===== src/rtl/xlat_cache_pkg.sv =====
package xlat_cache_pkg;

  // Smallest page offset; all tags are stored from this bit upward.
  localparam int unsigned MIN_SHIFT = 10;

  typedef enum logic [1:0] {
    PG_SECTION = 2'b00,
    PG_LARGE   = 2'b01,
    PG_SMALL   = 2'b10,
    PG_TINY    = 2'b11
  } pg_size_e;

  // Number of page-offset bits for each size code.
  function automatic int unsigned pg_shift(input pg_size_e s);
    case (s)
      PG_SECTION: pg_shift = 20;
      PG_LARGE:   pg_shift = 16;
      PG_SMALL:   pg_shift = 12;
      default:    pg_shift = 10;
    endcase
  endfunction

endpackage


===== src/rtl/xlat_tag_cmp.sv =====
module xlat_tag_cmp
  import xlat_cache_pkg::*;
#(
  parameter int ADDR_W = 32,
  localparam int TAG_W = ADDR_W - MIN_SHIFT
) (
  input  logic             ent_valid,
  input  logic [TAG_W-1:0] ent_tag,
  input  logic [1:0]       ent_size,
  input  logic [TAG_W-1:0] probe_lkp,
  input  logic [TAG_W-1:0] probe_fill,
  output logic             hit_lkp,
  output logic             hit_fill,
  output logic [TAG_W-1:0] page_mask
);

  int unsigned drop_bits;

  always_comb begin
    drop_bits = pg_shift(pg_size_e'(ent_size)) - MIN_SHIFT;
    page_mask = ~((TAG_W'(1) << drop_bits) - TAG_W'(1));
    hit_lkp   = ent_valid && (((ent_tag ^ probe_lkp) & page_mask) == '0);
    hit_fill  = ent_valid && (((ent_tag ^ probe_fill) & page_mask) == '0);
  end

endmodule


===== src/rtl/xlat_rr_ptr.sv =====
module xlat_rr_ptr #(
  parameter int DEPTH = 8,
  localparam int IDX_W  = $clog2(DEPTH),
  localparam int BASE_W = $clog2(DEPTH + 1)
) (
  input  logic              clk,
  input  logic              rst,
  input  logic              lock_we,
  input  logic [BASE_W-1:0] lock_wdata,
  input  logic              advance,
  output logic [IDX_W-1:0]  victim,
  output logic [BASE_W-1:0] lock_base,
  output logic              all_locked
);

  logic [BASE_W-1:0] base_new;

  always_comb begin
    base_new   = (lock_wdata > BASE_W'(DEPTH)) ? BASE_W'(DEPTH) : lock_wdata;
    all_locked = (lock_base == BASE_W'(DEPTH));
  end

  always_ff @(posedge clk) begin
    if (rst) begin
      lock_base <= '0;
      victim    <= '0;
    end else if (lock_we) begin
      lock_base <= base_new;
      if (base_new == BASE_W'(DEPTH))
        victim <= '0;
      else if (BASE_W'(victim) < base_new)
        victim <= IDX_W'(base_new);
    end else if (advance) begin
      if (victim == IDX_W'(DEPTH - 1))
        victim <= IDX_W'(lock_base);
      else
        victim <= victim + IDX_W'(1);
    end
  end

  // the pointer never rests inside the locked region
  p_window_r6: assert property (@(posedge clk) disable iff (rst)
    !all_locked |-> (BASE_W'(victim) >= lock_base));

  // wrap from the last entry lands on the lock count
  p_wrap_r6: assert property (@(posedge clk) disable iff (rst)
    (advance && !lock_we && victim == IDX_W'(DEPTH - 1))
      |=> (BASE_W'(victim) == $past(lock_base)));

endmodule


===== src/rtl/xlat_cache.sv =====
module xlat_cache
  import xlat_cache_pkg::*;
#(
  parameter int DEPTH  = 8,
  parameter int ADDR_W = 32,
  parameter int DOM_W  = 4,
  parameter int PERM_W = 8,
  localparam int TAG_W  = ADDR_W - MIN_SHIFT,
  localparam int IDX_W  = $clog2(DEPTH),
  localparam int BASE_W = $clog2(DEPTH + 1)
) (
  input  logic              clk,
  input  logic              rst,
  input  logic              lkp_valid,
  input  logic [ADDR_W-1:0] lkp_vaddr,
  output logic              res_valid,
  output logic              res_hit,
  output logic [ADDR_W-1:0] res_paddr,
  output logic [DOM_W-1:0]  res_domain,
  output logic [PERM_W-1:0] res_perm,
  input  logic              fill_valid,
  input  logic [TAG_W-1:0]  fill_vpage,
  input  logic [TAG_W-1:0]  fill_ppage,
  input  logic [1:0]        fill_size,
  input  logic [DOM_W-1:0]  fill_domain,
  input  logic [PERM_W-1:0] fill_perm,
  input  logic              flush,
  input  logic              lock_set,
  input  logic [BASE_W-1:0] lock_count
);

  // Entry storage: flops, since every entry is compared in parallel.
  logic [DEPTH-1:0]  e_valid;
  logic [TAG_W-1:0]  e_tag  [DEPTH];
  logic [TAG_W-1:0]  e_pfn  [DEPTH];
  logic [1:0]        e_size [DEPTH];
  logic [DOM_W-1:0]  e_dom  [DEPTH];
  logic [PERM_W-1:0] e_perm [DEPTH];

  logic [DEPTH-1:0]  hit_lkp;
  logic [DEPTH-1:0]  hit_fill;
  logic [TAG_W-1:0]  e_mask [DEPTH];

  logic [IDX_W-1:0]  victim;
  logic [BASE_W-1:0] lock_base;
  logic              all_locked;
  logic              advance;
  logic [DEPTH-1:0]  wr_en;

  logic              lk_any;
  logic [IDX_W-1:0]  lk_idx;
  logic              fm_any;
  logic [IDX_W-1:0]  fm_idx;
  logic              fill_ok;
  logic [TAG_W-1:0]  lk_vtag;

  assign lk_vtag = lkp_vaddr[ADDR_W-1:MIN_SHIFT];

  for (genvar g = 0; g < DEPTH; g++) begin : g_cmp
    xlat_tag_cmp #(.ADDR_W(ADDR_W)) u_cmp (
      .ent_valid  (e_valid[g]),
      .ent_tag    (e_tag[g]),
      .ent_size   (e_size[g]),
      .probe_lkp  (lk_vtag),
      .probe_fill (fill_vpage),
      .hit_lkp    (hit_lkp[g]),
      .hit_fill   (hit_fill[g]),
      .page_mask  (e_mask[g])
    );
  end

  xlat_rr_ptr #(.DEPTH(DEPTH)) u_rr (
    .clk        (clk),
    .rst        (rst),
    .lock_we    (lock_set),
    .lock_wdata (lock_count),
    .advance    (advance),
    .victim     (victim),
    .lock_base  (lock_base),
    .all_locked (all_locked)
  );

  // Lowest-index priority for both the lookup and the refill match.
  always_comb begin
    lk_any = 1'b0;
    lk_idx = '0;
    fm_any = 1'b0;
    fm_idx = '0;
    for (int i = DEPTH - 1; i >= 0; i--) begin
      if (hit_lkp[i]) begin
        lk_any = 1'b1;
        lk_idx = IDX_W'(i);
      end
      if (hit_fill[i]) begin
        fm_any = 1'b1;
        fm_idx = IDX_W'(i);
      end
    end
  end

  // Refill placement: overwrite an unlocked match, else allocate at victim.
  always_comb begin
    fill_ok = fill_valid && !flush && !lock_set;
    wr_en   = '0;
    advance = 1'b0;
    if (fill_ok) begin
      if (fm_any) begin
        if (BASE_W'(fm_idx) >= lock_base)
          wr_en[fm_idx] = 1'b1;
      end else if (!all_locked) begin
        wr_en[victim] = 1'b1;
        advance       = 1'b1;
      end
    end
  end

  always_ff @(posedge clk) begin
    if (rst) begin
      e_valid <= '0;
    end else begin
      for (int i = 0; i < DEPTH; i++) begin
        if (flush && (BASE_W'(i) >= lock_base))
          e_valid[i] <= 1'b0;
        else if (wr_en[i])
          e_valid[i] <= 1'b1;
      end
    end
  end

  always_ff @(posedge clk) begin
    for (int i = 0; i < DEPTH; i++) begin
      if (wr_en[i]) begin
        e_tag[i]  <= fill_vpage;
        e_pfn[i]  <= fill_ppage;
        e_size[i] <= fill_size;
        e_dom[i]  <= fill_domain;
        e_perm[i] <= fill_perm;
      end
    end
  end

  // Registered lookup result.
  always_ff @(posedge clk) begin
    if (rst) begin
      res_valid  <= 1'b0;
      res_hit    <= 1'b0;
      res_paddr  <= '0;
      res_domain <= '0;
      res_perm   <= '0;
    end else begin
      res_valid <= lkp_valid;
      if (lkp_valid && lk_any) begin
        res_hit    <= 1'b1;
        res_paddr  <= {(e_pfn[lk_idx] & e_mask[lk_idx]) | (lk_vtag & ~e_mask[lk_idx]),
                       lkp_vaddr[MIN_SHIFT-1:0]};
        res_domain <= e_dom[lk_idx];
        res_perm   <= e_perm[lk_idx];
      end else begin
        res_hit    <= 1'b0;
        res_paddr  <= '0;
        res_domain <= '0;
        res_perm   <= '0;
      end
    end
  end

  // one result per request, one cycle later
  p_latency_r2: assert property (@(posedge clk) disable iff (rst)
    lkp_valid |=> res_valid);
  p_idle_r2: assert property (@(posedge clk) disable iff (rst)
    !lkp_valid |=> !res_valid);

  // a hit is only reported with a result
  p_hit_valid_r3: assert property (@(posedge clk) disable iff (rst)
    res_hit |-> res_valid);

  // miss results carry zeros
  p_miss_zero_r5: assert property (@(posedge clk) disable iff (rst)
    (res_valid && !res_hit) |-> (res_paddr == '0 && res_domain == '0 && res_perm == '0));

  for (genvar g = 0; g < DEPTH; g++) begin : g_chk
    // flush empties every unlocked entry
    p_flush_clear_r8: assert property (@(posedge clk) disable iff (rst)
      (flush && (BASE_W'(g) >= lock_base)) |=> !e_valid[g]);

    // a valid locked entry keeps its contents
    p_locked_hold_r9: assert property (@(posedge clk) disable iff (rst)
      ((BASE_W'(g) < lock_base) && e_valid[g])
        |=> (e_valid[g] && $stable(e_tag[g]) && $stable(e_pfn[g])
             && $stable(e_dom[g]) && $stable(e_perm[g])));
  end

endmodule


===== config.mk =====
export PLATFORM = sky130hd
export DESIGN_NAME = xlat_cache
export DESIGN_NICKNAME = d
export VERILOG_FILES = /design/src/rtl/xlat_cache_pkg.sv /design/src/rtl/xlat_tag_cmp.sv /design/src/rtl/xlat_rr_ptr.sv /design/src/rtl/xlat_cache.sv
export SDC_FILE = /design/constraint.sdc
export NUM_CORES = 1
export LEC_CHECK = 0
export BUFFER_PORTS_ARGS = -buffer_cell sky130_fd_sc_hd__buf_2
export CAP_MARGIN = 25
export CORE_ASPECT_RATIO = 0.6
export CORE_MARGIN = 3
export CORE_UTILIZATION = 50
export CTS_BUF_LIST = sky130_fd_sc_hd__clkbuf_4 sky130_fd_sc_hd__clkbuf_8
export DETAILED_ROUTE_END_ITERATION = 12
export PLACE_DENSITY = 0.7
export SYNTH_ARGS = -nofsm -noshare
export SYNTH_HDL_FRONTEND = slang
export SYNTH_SLANG_ARGS = --single-unit

===== constraint.sdc =====
create_clock -name clk -period 8.4 [get_ports clk]
set_clock_uncertainty 0.05 [all_clocks]
set_input_delay 2.52 -clock clk [delete_from_list [all_inputs] [get_ports clk]]
set_output_delay 2.52 -clock clk [all_outputs]
set_load 0.02 [all_outputs]

==> run summary <==
Final WL -> 68900 µm
Rows -> 61
Via count -> 14900
Synthesized area -> 23700 µm²
Synth Register Bits -> 525
Setup crit end kind -> register
Total grt overflow -> 0
Height of the die -> 175 µm
Post-synthesis async set-or-reset flop share -> 0
Commonest non-fill, non-tap cell in the layout -> edfxtp_1
Sequential area share after synthesis -> 0.640
Hold path endpoint -> u_rr.lock_base[2]
Met1 WL -> 33100 µm
Most used DFF post-synth -> edfxtp_1
Cts bufs inserted -> 78
Unique masters post-synth -> 75
Antenna Cells -> 0
Rel. slew slack -> 0.256
Post-DP Area -> 25200 µm²
Die area -> 50100 µm²
Post-CTS Setup Inserts -> 0
Hold path start -> u_rr.lock_base[2]
Die W -> 287 µm
DRT iter0 DRCs -> 1928
Global placement routability congestion -> 0.963
Crit Reg-Reg Endpoint -> e_dom[2][3]
Clock sink count -> 525
Syn_area_per_cell -> 14.5 µm²
Most frequent cells in the layout -> edfxtp_1 (464), xor2_1 (190), xnor2_1 (162), buf_2 (148), nand2_1 (97)
Routed wl met2 -> 25800 µm
Final setup viols -> 0
Global-route wire length before repair -> 98700 µm
RSZ-0062 raised after global routing -> no
Fillers -> 3709
Final worst-path cycle share -> 0.853
R2R Path Start -> e_tag[0][75]
DR top layer -> met5
Cell Pwr Density -> 202 nW/µm²
Critical Path RT -> 8.63 ns
Tmin final -> 7.17 ns
Worst EP arrival -> 7.40 ns
Vias in the first global route -> 14200
Post-route DRC -> 0
YS warnings -> 0
IO Pins -> 146
Post-route setup slack -> 1.23 ns
Hold bufs inserted after CTS -> 0
Crit Path Max Fanout -> 59
Met3 wire len -> 8870 µm
CTS max path bufs -> 3
Global-route usage over all layers -> 0.273
Hold-critical path depth -> 2
1st-pass router iterations -> 5
Setup TNS -> 0 ns
Root Driver -> clkbuf_8
H-tree levels -> 3
Slew Viols, Final -> 0
Initial antenna violation count -> 3
HPWL after DPL -> 47100 µm
Critical path class -> in2reg
CTS tree -> built
Wire length per cell -> 27.4 µm
Worst skew pair latency -> 0.65 ns
Leak Pwr -> 8.98 nW
Area Growth Syn to Fin -> 13.6%
Dpl ws -> 0.906 ns
Post-synth EDFFs -> 464
Layout Nets -> 1923
Clk slew on worst S/H paths -> 0.06 ns
Largest net degree at the start of global routing -> 73
Total Power -> 5.43 mW
Post-route ant nets -> 0
Port bufs -> 145
Resized cells post-CTS -> 0
Hold Crit Class -> reg2reg
Critical Path Source Type -> input port
Core ar. -> 46600 µm²
Vias per Instance -> 5.94
R2R setup slack -> 3.03 ns
VDD IR-drop max -> 0.0939 mV
Design Area, Final -> 26900 µm²
Initial Utilization -> 0.509
Worst Reg-to-Reg Cells -> 16
Post-Syn Nets -> 1746
Syn Inst Count -> 1639
Fmax -> 0.140 GHz
Status -> finished clean
MaxCap Viol Count -> 0
Fin. Hold Viols -> 0
Slew @ Worst Pin -> 1.11 ns
Share of post-route cells with drive strength above 1 -> 0.205
==> worst max-delay path: stages <==
cell      delay (ns)
buf_2           0.35
xor2_1          0.17
nor4_1          0.77
a32oi_1         0.28
nor3_1          0.41
o21ai_0         0.32
a21oi_1         0.49
inv_1           0.16
ha_1            0.30
nand2b_1        0.09
a21o_1          0.10
a21oi_1         0.07
or2_2           0.29
nor3b_1         0.26
nand2b_1        0.14
a21oi_4         0.19
buf_12          0.34
==> area by class of cell <==
cell class | instances | area [µm²] | area share
well taps | 630 | 788 | 0.0293
multi-input cells | 1017 | 8140 | 0.302
inverters | 18 | 67.6 | 0.00251
flip-flops and latches | 525 | 15200 | 0.563
repair buffers | 176 | 1040 | 0.0386
clock buffers | 121 | 1490 | 0.0554
clock inverters | 24 | 236 | 0.00879
==> stage by stage <==
step                      instances  utilization  hold slack, ns
after global routing           2511        0.578           0.542
after CTS                      2508        0.578           0.491
after floorplan                1639            -           0.412
after detailed placement       2363        0.541           0.473
final                          2511        0.578           0.492
after global placement         2363        0.541           0.476
==> worst max path at each step <==
stage                       start      endpoint  cells after the start
finish              fill_vpage[7]   e_dom[2][3]                     17
global route        fill_vpage[7]  e_perm[5][6]                     18
CTS                 fill_vpage[5]  e_perm[5][6]                     17
detailed placement  fill_vpage[3]  e_pfn[5][10]                     17
global placement    fill_vpage[5]  e_pfn[5][10]                     17
floorplan           fill_vpage[5]   e_dom[4][0]                     16
==> state kept, by name, summed over array words and instances (netlist names), 8 cells and up <==
register   cells
e_pfn        176
e_tag        176
e_perm        64
e_dom         32
res_paddr     32
e_size        16
e_valid        8
res_perm       8
==> kinds of logic (layout without fill, tap and decap cells) <==
family	Yosys count	after routing	share of synthesized area
AND/OR/NAND/NOR	345	345	0.0782
XOR/XNOR	353	353	0.131
multiplexers	115	115	0.0615
flip-flops	525	525	0.640
adder cells (fa/ha/maj)	7	7	0.00370
AO/OA/AOI/OAI	197	197	0.0653
buffers and inverters	97	339	0.0210
==> power by group <==
part / leakage [nW] / internal, mW / total, mW / switching [mW]
sequential: 4.67 / 2.86 / 2.87 / 0.0122
combinational: 3.39 / 0.0912 / 0.293 / 0.202
clock: 0.913 / 1.24 / 2.27 / 1.03
==> Yosys cell counts (9+ instances only) <==
library cell    n  area, µm²
nor2_1         41        154
dfxtp_1        61       1220
mux4_2         24        541
nand3_1        25        125
a32o_1         28        280
nand2b_1       14       87.6
buf_2          21        105
nor3_1         14       70.1
and2_1         19        119
buf_6           9        101
edfxtp_1      464      13900
buf_4          10       75.1
clkbuf_1       35        131
o41ai_1        12        105
inv_1          18       67.6
a21oi_1        30        150
mux2i_1        87        871
nand4_1        45        282
a211oi_1       16        120
o22ai_1         9       56.3
xnor2_1       162       1420
xor2_1        190       1660
nand2_1        97        364
o21ai_0        25        125
nor4_1         51        319
==> metal layers <==
| metal | up-vias | global-route usage |
|---|---|---|
| li1 | 6565 | - |
| met1 | 7492 | 0.442 |
| met5 | - | 0 |
| met3 | 84 | 0.112 |
| met2 | 775 | 0.337 |
| met4 | 4 | 0.0502 |
Power figures use the tool's default switching activity.
